File: config.mk
export PLATFORM = sky130hd
export DESIGN_NAME = mcu_irq_ctrl
export DESIGN_NICKNAME = d
export VERILOG_FILES = /design/src/rtl/mcu_irq_ctrl.sv
export SDC_FILE = /design/constraint.sdc
export NUM_CORES = 1
export LEC_CHECK = 0
export BUFFER_PORTS_ARGS = -buffer_cell sky130_fd_sc_hd__buf_2
export CAP_MARGIN = 40
export CELL_PAD_IN_SITES_DETAIL_PLACEMENT = 0
export CELL_PAD_IN_SITES_GLOBAL_PLACEMENT = 2
export CORE_ASPECT_RATIO = 1.1
export CORE_MARGIN = 2
export CORE_UTILIZATION = 33
export DETAILED_ROUTE_END_ITERATION = 6
export PLACE_DENSITY_LB_ADDON = 0.05
export SLEW_MARGIN = 20
export SYNTH_ARGS = -nofsm -noshare
export SYNTH_HDL_FRONTEND = slang
export SYNTH_SLANG_ARGS = --single-unit
File: constraint.sdc
create_clock -name clk -period 1.4 [get_ports clk]
set_input_delay 0.07 -clock clk [delete_from_list [all_inputs] [get_ports clk]]
set_output_delay 0.07 -clock clk [all_outputs]
set_load 0.05 [all_outputs]
File: src/rtl/mcu_irq_ctrl.sv
module mcu_irq_ctrl #(
  parameter int GPW = 6,
  parameter logic [12:0] VEC_ADDR = 13'h0004
) (
  input  logic           clk,
  input  logic           rst_n,
  input  logic           phase_q1,
  input  logic           ext_pin,
  input  logic [GPW-1:0] gp_in,
  input  logic           tmr_wrap,
  input  logic           adc_done,
  input  logic           sleeping,
  input  logic           vec_ack,
  input  logic           wr_en,
  input  logic           rd_en,
  input  logic [2:0]     addr,
  input  logic [7:0]     wdata,
  output logic [7:0]     rdata,
  output logic           irq_req,
  output logic           wake,
  output logic [12:0]    vec_addr
);
  localparam logic [2:0] A_CTL = 3'd0, A_MASK = 3'd1, A_PEN = 3'd2,
                         A_PFL = 3'd3, A_PORT = 3'd4, A_EDGE = 3'd5;

  logic gie, tmr_en, pin_en, chg_en, tmr_fl, pin_fl, chg_fl;
  logic adc_en, adc_fl, edge_rise;
  logic [GPW-1:0] mask, gp_s1, gp_s2, gp_ref;
  logic pin_s1, pin_s2, pin_prev;

  wire wr_ctl  = wr_en && addr == A_CTL;
  wire wr_pfl  = wr_en && addr == A_PFL;
  wire pin_hit = edge_rise ? (pin_s2 & ~pin_prev) : (~pin_s2 & pin_prev);
  wire chg_hit = |((gp_s2 ^ gp_ref) & mask);
  wire pending = (tmr_fl & tmr_en) | (pin_fl & pin_en) |
                 (chg_fl & chg_en) | (adc_fl & adc_en);

  assign wake     = sleeping & pending;
  assign vec_addr = VEC_ADDR;

  always_ff @(posedge clk or negedge rst_n)
    if (!rst_n) begin
      pin_s1 <= 1'b0; pin_s2 <= 1'b0; pin_prev <= 1'b0;
      gp_s1 <= '0; gp_s2 <= '0; gp_ref <= '0;
    end else begin
      pin_s1 <= ext_pin; pin_s2 <= pin_s1; pin_prev <= pin_s2;
      gp_s1 <= gp_in; gp_s2 <= gp_s1;
      if (rd_en && addr == A_PORT) gp_ref <= gp_s2;
    end

  always_ff @(posedge clk or negedge rst_n)
    if (!rst_n) begin
      gie <= 1'b0; tmr_en <= 1'b0; pin_en <= 1'b0; chg_en <= 1'b0;
      tmr_fl <= 1'b0; pin_fl <= 1'b0; chg_fl <= 1'b0;
      adc_en <= 1'b0; adc_fl <= 1'b0; edge_rise <= 1'b1; mask <= '0;
    end else begin
      if (vec_ack)     gie <= 1'b0;
      else if (wr_ctl) gie <= wdata[7];
      if (wr_ctl) begin
        tmr_en <= wdata[5]; pin_en <= wdata[4]; chg_en <= wdata[3];
      end
      tmr_fl <= tmr_wrap | (wr_ctl ? wdata[2] : tmr_fl);
      pin_fl <= pin_hit  | (wr_ctl ? wdata[1] : pin_fl);
      chg_fl <= chg_hit  | (wr_ctl ? wdata[0] : chg_fl);
      adc_fl <= adc_done | (wr_pfl ? wdata[6] : adc_fl);
      if (wr_en && addr == A_PEN)  adc_en    <= wdata[6];
      if (wr_en && addr == A_EDGE) edge_rise <= wdata[6];
      if (wr_en && addr == A_MASK) mask      <= wdata[GPW-1:0];
    end

  always_ff @(posedge clk or negedge rst_n)
    if (!rst_n)        irq_req <= 1'b0;
    else if (vec_ack)  irq_req <= 1'b0;
    else if (phase_q1) irq_req <= gie & pending;

  always_comb begin
    rdata = '0;
    case (addr)
      A_CTL:  rdata = {gie, 1'b0, tmr_en, pin_en, chg_en, tmr_fl, pin_fl, chg_fl};
      A_MASK: rdata[GPW-1:0] = mask;
      A_PEN:  rdata[6] = adc_en;
      A_PFL:  rdata[6] = adc_fl;
      A_PORT: rdata[GPW-1:0] = gp_s2;
      A_EDGE: rdata[6] = edge_rise;
      default: rdata = '0;
    endcase
  end
endmodule

==> results.sh, run 1 <==
export IMPL_status="finished with violations"
export IMPL_failed_checks="setup timing"
export IMPL_num_fill_cells=486
export IMPL_cts_made_buffers=5
export IMPL_clockBufferDepth=2
export IMPL_synth_top_area_cell="dfrtp_1"
export IMPL_pre_cts_ws_ps=113
export IMPL_vias_per_cell=4.64
export IMPL_area_delta_synth_final_pct=27.6
export IMPL_place_gp_congestion=0.745
export IMPL_path_class="flop to primary output"
export IMPL_p_comb_frac=0.230
export IMPL_drt_pass1_iter_count=4
export IMPL_cts_tree="built"
export IMPL_power_density_nw_per_um2=1190
export IMPL_power_switching_w=0.000810
export IMPL_grt_usage=0.135
export IMPL_switching_share=0.303
export IMPL_grt_pass1_vias=1180
export IMPL_diodes=0
export IMPL_dieArea_sq_um=5920
export IMPL_syn_area_sq_um=1760
export IMPL_antenna_found_initial=0
export IMPL_fin_crit_sh=1.04
export IMPL_die_w_um=73.6
export IMPL_finalInstanceArea_sq_um=2240
export IMPL_grt_max_degree=39
export IMPL_period_needed_ps=1450
export IMPL_cp_data_arrival_time_ps=1380
export IMPL_avgRoutedWirePerCell_um=14.3
export IMPL_power_frac_seq=0.504
export IMPL_portBuffers=36
export IMPL_grt_overflow=0
export IMPL_timing_final_ws_setup_ps=-51.3
export IMPL_drive_gt1_frac=0.388
export IMPL_drcViolationCount=0
export IMPL_clockPowerShare=0.266
export IMPL_multiInputGateArea_sq_um=727
export IMPL_whs_ps=7.03
export IMPL_insertion_delay_ps=290
export IMPL_clk_pin_slew_ps=70
export IMPL_seqCellArea_sq_um=952
export IMPL_rows=27
export IMPL_vias=1179
export IMPL_cts_sinks=38
export IMPL_cp_required_ps=1330
export IMPL_finalHoldViolations=0
export IMPL_postLayoutCoreUtil=0.442
export IMPL_die_y_um=80.5
export IMPL_layout_cells_non_filler=254
export IMPL_wirelength_mm=3.63
export IMPL_core_area_sq_um=5070
export IMPL_synthCells=141
export IMPL_synth_seq_cells=38
export IMPL_start_util=0.347
export IMPL_synth_avg_cell_area_sq_um=12.5
export IMPL_ant_nets=0
export IMPL_critPathCaptureType="primary output"
export IMPL_p_int_w=0.00186
export IMPL_cts_root_buf="clkbuf_8"
export IMPL_hold_path_class="input port to flop"
export IMPL_setup_viol=1
export IMPL_rsz0062_at_grt="true"
export IMPL_fin_nets=223
export IMPL_synthDistinctLibCells=31
export IMPL_yosys_warnings=0
export IMPL_dp_cells=234
export IMPL_htree_levels=2
export IMPL_max_cap_viol_count=0
export IMPL_crit_fanout=3
export IMPL_yosysTopAreaCellShare=0.527
export IMPL_ir_drop_mv=0.508
export IMPL_dp_hpwl_mm=2.67
export IMPL_synthTopCellsByArea="dfrtp_1 53%, mux2_2 12%, mux2i_1 5.7%"
export IMPL_placedInstanceArea_sq_um=1980
export IMPL_drv_slew=0
export IMPL_synth_seq_area_share=0.542
export IMPL_fin_worst_skew_ps=4.44
export IMPL_grt_pass1_wl_mm=5.91
export IMPL_fmax_mhz=689
export IMPL_p_leak_nw=1.03
export IMPL_startpoint_type="flop"
export IMPL_drt_initial_drc_count=31
export IMPL_io_pins=50
[per-stage QoR]
stage | TNS (ps) | total power [W]
4_1_cts | -65.7 | 0.00269
6_report | -51.3 | 0.00267
2_1_floorplan | 0 | 0.00177
5_1_grt | -189 | 0.00283
3_3_place_gp | 0 | 0.00191
3_5_place_dp | 0 | 0.00192
[worst paths after layout]
kind | startpoint | to | depth (start not counted) | slack, ps
setup / recovery | adc_en$_DFFE_PN0P_ | rdata[6] | 3 | -50
hold / removal | wdata[2] | tmr_fl$_DFF_PN0_ | 2 | 7
setup reg to reg | gp_s2[4]$_DFF_PN0_ | chg_fl$_DFF_PN0_ | 4 | 150
hold reg to reg | gp_s1[1]$_DFF_PN0_ | gp_s2[1]$_DFF_PN0_ | 0 | 350
max in group asynchronous | rst_n | edge_rise$_DFFE_PN1P_ | 3 | 860
min in group asynchronous | rst_n | adc_fl$_DFF_PN0_ | 3 | 270
[power by group through the flow]
stage                     sequential, W  clock, W  combinational (W)
final                           0.00135  0.000712           0.000614
after floorplan                 0.00133         0           0.000443
after CTS                       0.00135  0.000741           0.000600
after global routing            0.00137  0.000795           0.000670
after detailed placement        0.00137         0           0.000557
after global placement          0.00136         0           0.000551
[final cells by class]
cell class                      count  area share
Sequential cell                    38       0.425
Multi-Input combinational cell     96       0.324
Timing Repair Buffer               54       0.181
Clock buffer                        6      0.0324
Tap cell                           58      0.0324
Clock inverter                      1     0.00335
Inverter                            1     0.00168
[repair_timing]
action | CTS | global route
gates resized for setup | 7 | 16
endpoints found under the hold margin | 49 | 0
hold buffers | 11 | 0
endpoints found under the setup margin | 2 | 8
gates cloned | 0 | 0
pin swaps | 1 | 0
setup buffers | 0 | 2
[critical path: stages (launching register included)]
cell and delay (ps):
dfrtp_1 410, mux2_4 280, a32o_1 250, buf_6 150
[cell usage in the layout (no fill, tap or decap)]
master          n
dfrtp_1        37
nor3b_4         1
mux2_4          1
a211o_1         1
buf_4           6
nor4b_2         1
a22o_1          1
nor3b_2         1
clkbuf_8        5
nand3b_1        1
a22oi_1         2
nor2b_1         1
buf_2          28
and3b_2         1
clkbuf_1        1
inv_2           1
a21oi_1         7
a32o_1          1
clkinvlp_4      1
buf_12          1
o211ai_1        1
nor3_4          1
buf_6           8
nor2_1         14
mux2_2         17
and2b_1         1
a221oi_1        1
a22oi_2         1
conb_1         13
xor2_1          6
dlygate4sd3_1  11
dfstp_2         1
nor2b_4         1
nand2_1         5
mux2i_1        10
nand2b_1        2
and2_1          1
nand3_1         3
[synth_stat cells, drive strengths merged]
library cell / number
nor3b: 2
mux2i: 10
a21oi: 7
dfstp: 1
nor2b: 2
a211o: 1
conb: 2
and3b: 1
nor2: 14
a32o: 1
nand3: 3
nor4b: 1
dfrtp: 37
inv: 1
nand2b: 2
a22oi: 3
a221oi: 1
a22o: 1
buf: 17
and2b: 1
and2: 1
mux2: 18
nand2: 5
o211ai: 1
xor2: 6
nor3: 1
nand3b: 1
[state kept, by name, summed over array words and instances, names as in the netlist]
signal     cells
pin_fl         1
tmr_en         1
gp_s1          6
gp_s2          6
chg_en         1
tmr_fl         1
pin_prev       1
pin_en         1
adc_fl         1
adc_en         1
gp_ref         6
pin_s2         1
pin_s1         1
edge_rise      1
gie            1
mask           6
irq_req        1
chg_fl         1
[metal layers]
metal / share of wire / wire length (um) / GRT usage
met1: 0.47 / 1720 / 0.175
met2: 0.46 / 1680 / 0.215
met4: 0.016 / 57 / 0.0491
met3: 0.046 / 166 / 0.0351
met5: 0 / 0 / 0
[cell families after synthesis]
group | synth area share
AND/OR/NAND/NOR | 0.118
AO/OA/AOI/OAI | 0.0577
other | 0.00428
multiplexers | 0.172
flip-flops | 0.542
XOR/XNOR | 0.0299
buffers and inverters | 0.0762
No activity file was read; power rests on OpenSTA's default activity.
==> run 2, diff against run 1 <==
--- a/config.mk
+++ b/config.mk
@@ -14,6 +14,7 @@
 export CORE_UTILIZATION = 33
 export DETAILED_ROUTE_END_ITERATION = 6
 export PLACE_DENSITY_LB_ADDON = 0.05
+export SKIP_CTS_REPAIR_TIMING = 1
 export SLEW_MARGIN = 20
 export SYNTH_ARGS = -nofsm -noshare
 export SYNTH_HDL_FRONTEND = slang
==> run 2 against run 1 <==
Compared with the run above: the flow still finishes with violations (setup timing); sequential cell count unchanged; power increased by 0.38%; setup slack got worse by 22 ps; clock-buffer cell count unchanged; sequential power about the same; hold slack about the same; final cell count unchanged; global-route usage decreased by 0.26 points; die area unchanged; fmax decreased by 1.5%; sequential share of layout area decreased by 0.17 points; critical endpoint unchanged; largest power group unchanged.
==> results.sh, run 2 (same netlist as run 1, synthesis figures left out) <==
export IMPL_start_util=0.347
export IMPL_setup_viol=1
export IMPL_ir_drop_mv=0.512
export IMPL_highest_layer="met4"
export IMPL_drt_pass1_iter_count=4
export IMPL_path_class="flop to primary output"
export IMPL_rsz0062_at_grt="true"
export IMPL_finalPower_w=0.00268
export IMPL_dieArea_sq_um=5920
export IMPL_grt_usage=0.133
export IMPL_placedInstanceArea_sq_um=1980
export IMPL_cts_sinks=38
export IMPL_startpoint_type="flop"
export IMPL_insertion_delay_ps=290
export IMPL_drt_initial_drc_count=40
export IMPL_ant_nets=0
export IMPL_crit_path_top_delay_cell="dfrtp_1"
export IMPL_finalInstanceArea_sq_um=2250
export IMPL_drive_gt1_frac=0.403
export IMPL_layout_commonest_cell="dfrtp_1"
export IMPL_tns_ps=-73.6
export IMPL_p_leak_nw=1.04
export IMPL_cts_made_buffers=5
export IMPL_mostFrequentLayoutCells="37 x dfrtp_1, 28 x buf_2, 18 x mux2_2"
export IMPL_met3WireLength_um=167
export IMPL_htree_levels=2
export IMPL_drcViolationCount=0
export IMPL_drv_slew=0
export IMPL_rows=27
export IMPL_crit_fanout=3
export IMPL_period_needed_ps=1470
export IMPL_io_pins=50
export IMPL_vias=1181
export IMPL_die_y_um=80.5
export IMPL_failed_checks="setup timing"
export IMPL_cp_top_family="flip-flops"
export IMPL_grt_max_degree=39
export IMPL_max_cap_viol_count=0
export IMPL_postLayoutCoreUtil=0.444
export IMPL_fin_nets=223
export IMPL_pre_cts_ws_ps=113
export IMPL_clockBufferDepth=2
export IMPL_dp_hpwl_mm=2.67
export IMPL_grt_pass1_vias=1132
export IMPL_die_w_um=73.6
export IMPL_place_gp_congestion=0.745
export IMPL_cts_tree="built"
export IMPL_met2_length_mm=1.71
export IMPL_fin_crit_sh=1.05
export IMPL_fin_worst_skew_ps=5.49
export IMPL_path_cells="mux2_2 -> a32o_2 -> buf_6"
export IMPL_max_stage_delay_ps=420
export IMPL_fmax_mhz=679
export IMPL_timing_final_ws_setup_ps=-73.6
export IMPL_portBuffers=36
export IMPL_wirelength_met1_mm=1.71
export IMPL_core_area_sq_um=5070
export IMPL_cp_data_arrival_time_ps=1400
export IMPL_finalHoldViolations=0
export IMPL_antenna_found_initial=0
export IMPL_cp_required_ps=1330
export IMPL_diodes=0
export IMPL_area_delta_synth_final_pct=28.1
export IMPL_hold_path_class="input port to flop"
export IMPL_vias_per_cell=4.65
export IMPL_critPathCaptureType="primary output"
export IMPL_power_density_nw_per_um2=1190
export IMPL_status="finished with violations"
export IMPL_grt_pass1_wl_mm=5.78
export IMPL_grt_overflow=0
export IMPL_crit_buf_inv=1
export IMPL_clk_pin_slew_ps=70
export IMPL_wirelength_mm=3.65
export IMPL_avgRoutedWirePerCell_um=14.4
export IMPL_cts_root_buf="clkbuf_8"
-- run 2: cell count changes in the layout (fill, tap and decap cells not counted) --
cell,change
a32o_1,-1
a32o_2,+1
a22oi_2,+1
buf_6,-1
and2_4,+1
a22oi_1,-1
buf_8,+1
and2_1,-1
mux2_2,+1
mux2_4,-1
-- run 2: layer usage --
layer | vias up | GRT usage
met5 | - | 0
li1 | 567 | -
met2 | 32 | 0.207
met1 | 575 | 0.175
met4 | 0 | 0.0491
met3 | 7 | 0.0351
-- run 2: through the flow --
step           hold WS [ps]  instances
5_1_grt                15.0        254
3_5_place_dp           54.2        234
6_report               7.34        254
3_3_place_gp           53.4        234
2_1_floorplan          -226        152
4_1_cts                -256        241
-- run 2: power by group --
group	internal, W	switching, W	leakage, nW
combinational	0.000288	0.000335	0.558
sequential	0.00124	0.000108	0.441
clock	0.000341	0.000370	0.0373
total	0.00187	0.000813	1.04
-- run 2: final cells by class --
type                            instances  area (sq um)
Clock buffer                            6          72.6
Tap cell                               58          72.6
Sequential cell                        38           952
Inverter                                1          3.75
Fill cell                             481          2820
Timing Repair Buffer                   54           409
Clock inverter                          1          7.51
Multi-Input combinational cell         96           732
-- run 2: final timing paths --
path                                     from               endpoint  slack (ps)  cells after the start
setup / recovery             adc_fl$_DFF_PN0_               rdata[6]         -70                      3
hold / removal                       wdata[2]       tmr_fl$_DFF_PN0_           7                      2
setup reg to reg           gp_s2[4]$_DFF_PN0_       chg_fl$_DFF_PN0_         150                      4
hold reg to reg            gp_s1[1]$_DFF_PN0_     gp_s2[1]$_DFF_PN0_         350                      0
max in group asynchronous               rst_n  edge_rise$_DFFE_PN1P_         880                      3
min in group asynchronous               rst_n       adc_fl$_DFF_PN0_         270                      3
